`config.mk`:
```
export PLATFORM = sky130hd
export DESIGN_NAME = shsub_divider
export DESIGN_NICKNAME = d
export VERILOG_FILES = /design/src/rtl/shsub_div_pkg.sv /design/src/rtl/shsub_div_ctrl.sv /design/src/rtl/shsub_div_datapath.sv /design/src/rtl/shsub_divider.sv
export SDC_FILE = /design/constraint.sdc
export NUM_CORES = 1
export LEC_CHECK = 0
export BUFFER_PORTS_ARGS = -buffer_cell sky130_fd_sc_hd__clkbuf_2
export CORE_MARGIN = 4
export CORE_UTILIZATION = 50
export DETAILED_ROUTE_END_ITERATION = 6
export HOLD_SLACK_MARGIN = 0.03
export PLACE_DENSITY = 0.75
export SLEW_MARGIN = 20
export SYNTH_ARGS = -nofsm -noshare
export SYNTH_HDL_FRONTEND = slang
export SYNTH_HIERARCHICAL = 1
export SYNTH_SLANG_ARGS = --single-unit
export TNS_END_PERCENT = 10
```
`constraint.sdc`:
```
create_clock -name clk -period 3.3 [get_ports clk]
set_input_delay 0.66 -clock clk [delete_from_list [all_inputs] [get_ports clk]]
set_output_delay 0.66 -clock clk [all_outputs]
set_load 0.01 [all_outputs]
```
`src/rtl/shsub_div_pkg.sv`:
```
`timescale 1ns/1ps
// Package: shared state indices and sizing helpers for the shift-subtract divider.
// Assumes the one-hot controller orders its states as idle, check, then the step chain.
package shsub_div_pkg;
    localparam int ST_IDLE  = 0;
    localparam int ST_CHECK = 1;
    localparam int ST_STEP0 = 2;

    // Number of one-hot states for a quotient of qw bits.
    function automatic int state_count(input int qw);
        return qw + 2;
    endfunction
endpackage

```
`src/rtl/shsub_div_ctrl.sv`:
```
`timescale 1ns/1ps
// Module: one-hot sequencer for the divider.
// Flow: idle -> check (overflow test) -> QW step states -> idle.
// Assumes cmp_ge comes from the datapath and reflects the register loaded on entry to check.
module shsub_div_ctrl
    import shsub_div_pkg::*;
#(
    parameter int QW = 4
) (
    input  logic clk,
    input  logic rst_n,
    input  logic start,
    input  logic cmp_ge,
    output logic load,
    output logic step,
    output logic busy,
    output logic done,
    output logic overflow
);
    localparam int NS   = state_count(QW);
    localparam int LAST = NS - 1;

    logic [NS-1:0] st_q, st_d;
    logic          done_q, ovf_q;
    logic          ovf_hit;

    assign load    = st_q[ST_IDLE] & start;
    assign step    = |st_q[LAST:ST_STEP0];
    assign busy    = ~st_q[ST_IDLE];
    assign ovf_hit = st_q[ST_CHECK] & cmp_ge;
    assign done     = done_q;
    assign overflow = ovf_q;

    // Next-state decode: each one-hot bit hands on to its successor.
    always_comb begin
        st_d = '0;
        if (st_q[ST_IDLE]) begin
            if (start) st_d[ST_CHECK] = 1'b1;
            else       st_d[ST_IDLE]  = 1'b1;
        end
        if (st_q[ST_CHECK]) begin
            if (cmp_ge) st_d[ST_IDLE]  = 1'b1;
            else        st_d[ST_STEP0] = 1'b1;
        end
        for (int i = ST_STEP0; i < LAST; i++) begin
            if (st_q[i]) st_d[i+1] = 1'b1;
        end
        if (st_q[LAST]) st_d[ST_IDLE] = 1'b1;
    end

    // State register with synchronous reset into idle.
    always_ff @(posedge clk) begin
        if (!rst_n) st_q <= NS'(1) << ST_IDLE;
        else        st_q <= st_d;
    end

    // Completion pulse and sticky overflow flag, cleared by the next accepted start.
    always_ff @(posedge clk) begin
        if (!rst_n) begin
            done_q <= 1'b0;
            ovf_q  <= 1'b0;
        end else begin
            done_q <= ovf_hit | st_q[LAST];
            if (load)         ovf_q <= 1'b0;
            else if (ovf_hit) ovf_q <= 1'b1;
        end
    end

    AST_ONE_HOT: assert property (@(posedge clk) disable iff (!rst_n)
        $countones(st_q) == 1);
    AST_DONE_PULSE: assert property (@(posedge clk) disable iff (!rst_n)
        done |=> !done);
    AST_EARLY_OVERFLOW: assert property (@(posedge clk) disable iff (!rst_n)
        (busy && !step && cmp_ge) |=> (done && overflow));
    AST_BUSY_IGNORES_START: assert property (@(posedge clk) disable iff (!rst_n)
        (step && !st_q[LAST] && start) |=> (busy && !done));
    AST_OVF_HOLD: assert property (@(posedge clk) disable iff (!rst_n)
        (!load && !st_q[ST_CHECK]) |=> $stable(overflow));
endmodule

```
`src/rtl/shsub_div_datapath.sv`:
```
`timescale 1ns/1ps
// Module: working register, divisor register, comparator and subtractor.
// The register is DVD_W+1 bits; its upper DVS_W+1 bits are the partial remainder
// and its low QW bits fill with quotient bits as each left shift frees them.
// Assumes load and step are never high together.
module shsub_div_datapath #(
    parameter int DVD_W = 8,
    parameter int DVS_W = 4
) (
    input  logic             clk,
    input  logic             rst_n,
    input  logic             load,
    input  logic             step,
    input  logic [DVD_W-1:0] dvd_in,
    input  logic [DVS_W-1:0] dvs_in,
    output logic             cmp_ge,
    output logic [DVD_W:0]   x_out,
    output logic [DVS_W-1:0] dvs_out
);
    localparam int REG_W = DVD_W + 1;
    localparam int UW    = DVS_W + 1;
    localparam int QW    = DVD_W - DVS_W;

    logic [REG_W-1:0] x_q, x_sh, x_nx;
    logic [DVS_W-1:0] y_q;
    logic [UW-1:0]    y_ext, sh_up;
    logic             sh_ge;

    assign y_ext = {1'b0, y_q};
    // Overflow comparator on the register as it stands (used in the check state).
    assign cmp_ge = (x_q[REG_W-1:QW] >= y_ext);

    // One step: shift left, then compare and conditionally subtract, setting the freed bit.
    always_comb begin
        x_sh  = {x_q[REG_W-2:0], 1'b0};
        sh_up = x_sh[REG_W-1:QW];
        sh_ge = (sh_up >= y_ext);
        x_nx  = x_sh;
        if (sh_ge) begin
            x_nx[REG_W-1:QW] = sh_up - y_ext;
            x_nx[0]          = 1'b1;
        end
    end

    // Register update: capture operands on load, advance on step, hold otherwise.
    always_ff @(posedge clk) begin
        if (!rst_n) begin
            x_q <= '0;
            y_q <= '0;
        end else if (load) begin
            x_q <= {1'b0, dvd_in};
            y_q <= dvs_in;
        end else if (step) begin
            x_q <= x_nx;
        end
    end

    assign x_out   = x_q;
    assign dvs_out = y_q;

    AST_STEP_NO_CARRY: assert property (@(posedge clk) disable iff (!rst_n)
        step |=> (x_q[REG_W-1] == 1'b0));
    AST_DIVISOR_HELD: assert property (@(posedge clk) disable iff (!rst_n)
        step |=> $stable(y_q));
endmodule

```
`src/rtl/shsub_divider.sv`:
```
`timescale 1ns/1ps
// Module: top of the sequential unsigned shift-subtract divider.
// Joins the one-hot sequencer and the datapath; results are read straight
// from the working register (quotient low bits, remainder above them).
// Assumes start is a level sampled only while idle.
module shsub_divider #(
    parameter int DVD_W = 8,
    parameter int DVS_W = 4
) (
    input  logic             clk,
    input  logic             rst_n,
    input  logic             start,
    input  logic [DVD_W-1:0] dividend,
    input  logic [DVS_W-1:0] divisor,
    output logic             busy,
    output logic             done,
    output logic             overflow,
    output logic [DVD_W-DVS_W-1:0] quotient,
    output logic [DVS_W-1:0] remainder
);
    localparam int QW = DVD_W - DVS_W;

    logic           load, step, cmp_ge;
    logic [DVD_W:0] x_reg;
    logic [DVS_W-1:0] dvs_q;

    shsub_div_ctrl #(.QW(QW)) u_ctrl (
        .clk      (clk),
        .rst_n    (rst_n),
        .start    (start),
        .cmp_ge   (cmp_ge),
        .load     (load),
        .step     (step),
        .busy     (busy),
        .done     (done),
        .overflow (overflow)
    );

    shsub_div_datapath #(.DVD_W(DVD_W), .DVS_W(DVS_W)) u_dp (
        .clk     (clk),
        .rst_n   (rst_n),
        .load    (load),
        .step    (step),
        .dvd_in  (dividend),
        .dvs_in  (divisor),
        .cmp_ge  (cmp_ge),
        .x_out   (x_reg),
        .dvs_out (dvs_q)
    );

    assign quotient  = x_reg[QW-1:0];
    assign remainder = x_reg[DVD_W-1:QW];

    AST_REM_BELOW_DIVISOR: assert property (@(posedge clk) disable iff (!rst_n)
        (done && !overflow) |-> (remainder < dvs_q));
    AST_IDLE_AT_DONE: assert property (@(posedge clk) disable iff (!rst_n)
        done |-> !busy);
endmodule

```
==> run summary <==
Slowest stage delay, CP -> 0.40 ns
Clock tree buffer depth -> 2
CTS tree -> done
Final Skew -> 0.00275 ns
Final Hold Viols -> 0
RSZ-0062 raised after global routing -> false
Residual DRC -> 0
Finish-stage setup viols -> 0
Post-DP HPWL -> 1870 um
Die ar. -> 3080 um^2
CP Class -> register to register
GP Congestion -> 0.882
Initial DRC count -> 19
Post-route ant nets -> 0
Count of different cell masters after synthesis -> 38
Crit-path leading delay family -> compound AO/OA/AOI/OAI gates
Postcts setup bufs -> 0
Fin area -> 1270 um^2
Minimum clock period -> 2.02 ns
Initial antenna violation count -> 0
Maxcap violations -> 0
Outcome -> completed
Port bufs -> 25
Setup tns final -> 0 ns
Final-report max-slew violation count -> 0
Filler cells -> 198
Final worst path period share -> 0.614
Crit path capture type -> register
Total number of vias -> 985
Routed Wire Length -> 2390 um
Slew HR -> 0.463
Hold path start -> u_ctrl/st_q[1]
Hold buffer count at CTS -> 0
Worst Path Max Fanout -> 4
# IOs -> 26
Sequential area share after synthesis -> 0.373
Num CTS Buffers -> 3
Worst skew pair latency -> 0.30 ns
Actual slew at the worst max-slew pin -> 0.806 ns
Vias per cell -> 5.60
Netlist Area Pre-Place -> 1130 um^2
Detailed Routing Iterations Pass 1 -> 4
Fin cells -> 176
Post-synth top area cell -> dfxtp_1
Routed length per instance -> 13.6 um
Row cnt -> 16
Buf/Inv on CP -> 1
Worst-path cell chain -> inv_1 > ha_1 > nand2b_1 > a21o_1 > a21o_1 > a211o_1 > a21oi_1 > o211ai_1
Clock sink total -> 21
Critical Path Start -> u_dp/x_out[4]
DIE HEIGHT -> 55.5 um
Mapped Nets -> 151
Leak -> 0.572 nW
Nets -> 174
VDD IR max -> 0.355 mV
Core ar. -> 2040 um^2
Area growth syn-to-layout -> 12.9%
PwrDens -> 460 nW/um^2
Clock transition at path regs -> 0.11 ns
Largest net degree at the start of global routing -> 24
Top cell type's share of synthesized area -> 0.373
Root buffer selected by CTS -> clkbuf_4
Maximum clock frequency -> 494 MHz
Synth Instances -> 127
Synthesized area per cell -> 8.87 um^2
Worst Hold Class -> register to register
DIE WIDTH -> 55.5 um
Diode count -> 0
Placed standard-cell area -> 1240 um^2
Vias in the first global route -> 902
GR Overflow Total -> 0
Most frequent CP cell -> a21o_1
Crit path launch type -> register
CP arrival -> 2.21 ns
Yosys warns -> 6
Cells after DPL -> 172
Flop and latch count out of synthesis -> 21
First-pass GRT wire length -> 4120 um
Starting Density -> 0.551
Critical path required time -> 3.49 ns
Layout cells sized above 1 -> 0.221
Post-CTS resize count -> 0
GRT Total Usage -> 0.161
Worst r2r src -> u_dp/x_out[4]
CTS H-tree lvls -> 1
Synth area leaders -> dfxtp_1, ha_1, mux2i_1
Highest-delay cell along the critical path -> dfxtp_1
## registers in the layout, summed over array words and instances (netlist names)
name and flops:
u_ctrl/done 1, u_ctrl/overflow 1, u_ctrl/st_q 6, u_dp/dvs_out 4
u_dp/x_out 9
## worst paths after layout
path,endpoint,slack [ns],cells after the start
setup / recovery,u_ctrl/st_q[0],1.28,8
hold / removal,u_ctrl/st_q[2],0.47,2
setup reg to reg,u_ctrl/st_q[0],1.28,8
hold reg to reg,u_ctrl/st_q[2],0.47,2
## report_power, final
part           switching (mW)  internal (mW)  total (mW)  leakage, nW
Sequential             0.0144          0.270       0.284        0.172
Clock                  0.0750         0.0452       0.120       0.0177
Combinational          0.0995         0.0810       0.181        0.383
## final cells by class
cell class / instances / area [um^2] / share of cell area
sequential: 21 / 420 / 0.331
inverter: 9 / 33.8 / 0.0266
clock buffer: 3 / 22.5 / 0.0177
timing repair buffer: 25 / 125 / 0.0984
multi-input combinational: 90 / 631 / 0.496
clock inverter: 1 / 5.00 / 0.00394
tap: 27 / 33.8 / 0.0266
## cell families after synthesis
logic type,Yosys count,synth area share
buffers and inverters,16,0.0667
DFF,21,0.373
and+or+nand+nor,41,0.188
AOI/OAI and AO/OA,31,0.188
xor gates and xnor gates,2,0.0156
adders and majority gates,9,0.107
muxes,7,0.0622
## per-stage QoR
step                      power, mW  hold slack, ns  utilization  worst slack [ns]
after floorplan               0.423           0.423            -              1.39
after global placement        0.461           0.433        0.609              1.25
after detailed placement      0.468           0.444        0.609              1.17
after CTS                     0.590           0.461        0.623              1.26
after global routing          0.625           0.478        0.623              1.20
final                         0.585           0.466        0.623              1.28
## cell usage in the layout, fill, tap and decap left out, types with 2 or more instances in the layout
cell,instances
and2_1,3
a21o_1,2
nor3b_1,2
clkbuf_4,3
a32o_1,2
nor2_1,17
clkbuf_2,25
dfxtp_1,21
inv_1,9
nand2b_1,2
or3_1,2
a21oi_1,8
nor3_1,2
nand2_1,4
o31ai_1,2
o21ai_0,8
o21a_1,2
ha_1,8
mux2i_1,7
nand3_1,2
## per-layer routing
| layer | vias up | wire (um) | GRT usage |
|---|---|---|---|
| met3 | 2 | 167 | 0.0490 |
| met5 | - | 0 | 0 |
| li1 | 489 | - | - |
| met2 | 31 | 1140 | 0.272 |
| met1 | 463 | 1070 | 0.206 |
| met4 | 0 | 14 | 0.0208 |
## worst register-to-register path: cells and delay by family, from the launching register on
kind / cells / cell delay, ns
flip-flops: 1 / 0.40
AND/OR/NAND/NOR: 1 / 0.14
adder cells (fa/ha/maj): 1 / 0.29
AO/OA/AOI/OAI: 5 / 0.97
buffers and inverters: 1 / 0.11
## synth_stat cells
| cell | instances |
|---|---|
| and2_1 | 3 |
| xor2_1 | 1 |
| a211oi_1 | 1 |
| inv_1 | 9 |
| nand2_1 | 4 |
| a21o_1 | 2 |
| a21oi_1 | 8 |
| ha_1 | 8 |
| o21a_1 | 2 |
| nor3b_1 | 2 |
| mux2i_1 | 7 |
| o31a_2 | 1 |
| a211o_1 | 1 |
| a31oi_1 | 1 |
| a32o_1 | 2 |
| or3_1 | 2 |
| buf_1 | 2 |
| buf_4 | 4 |
| xnor2_1 | 1 |
| nor2_1 | 17 |
| fa_1 | 1 |
| o21ai_0 | 8 |
| and2_2 | 1 |
| dfxtp_1 | 21 |
| o211ai_1 | 1 |
| and3_1 | 1 |
| nand2b_1 | 2 |
| nand4_1 | 1 |
| nor4_1 | 1 |
| clkbuf_1 | 1 |
| nor2b_4 | 1 |
| nand3_1 | 2 |
| or4_1 | 1 |
| o31a_4 | 1 |
| nor2b_1 | 1 |
| o31ai_1 | 2 |
| o32ai_1 | 1 |
| nor3_1 | 2 |
(Power assumes the default switching activity.)
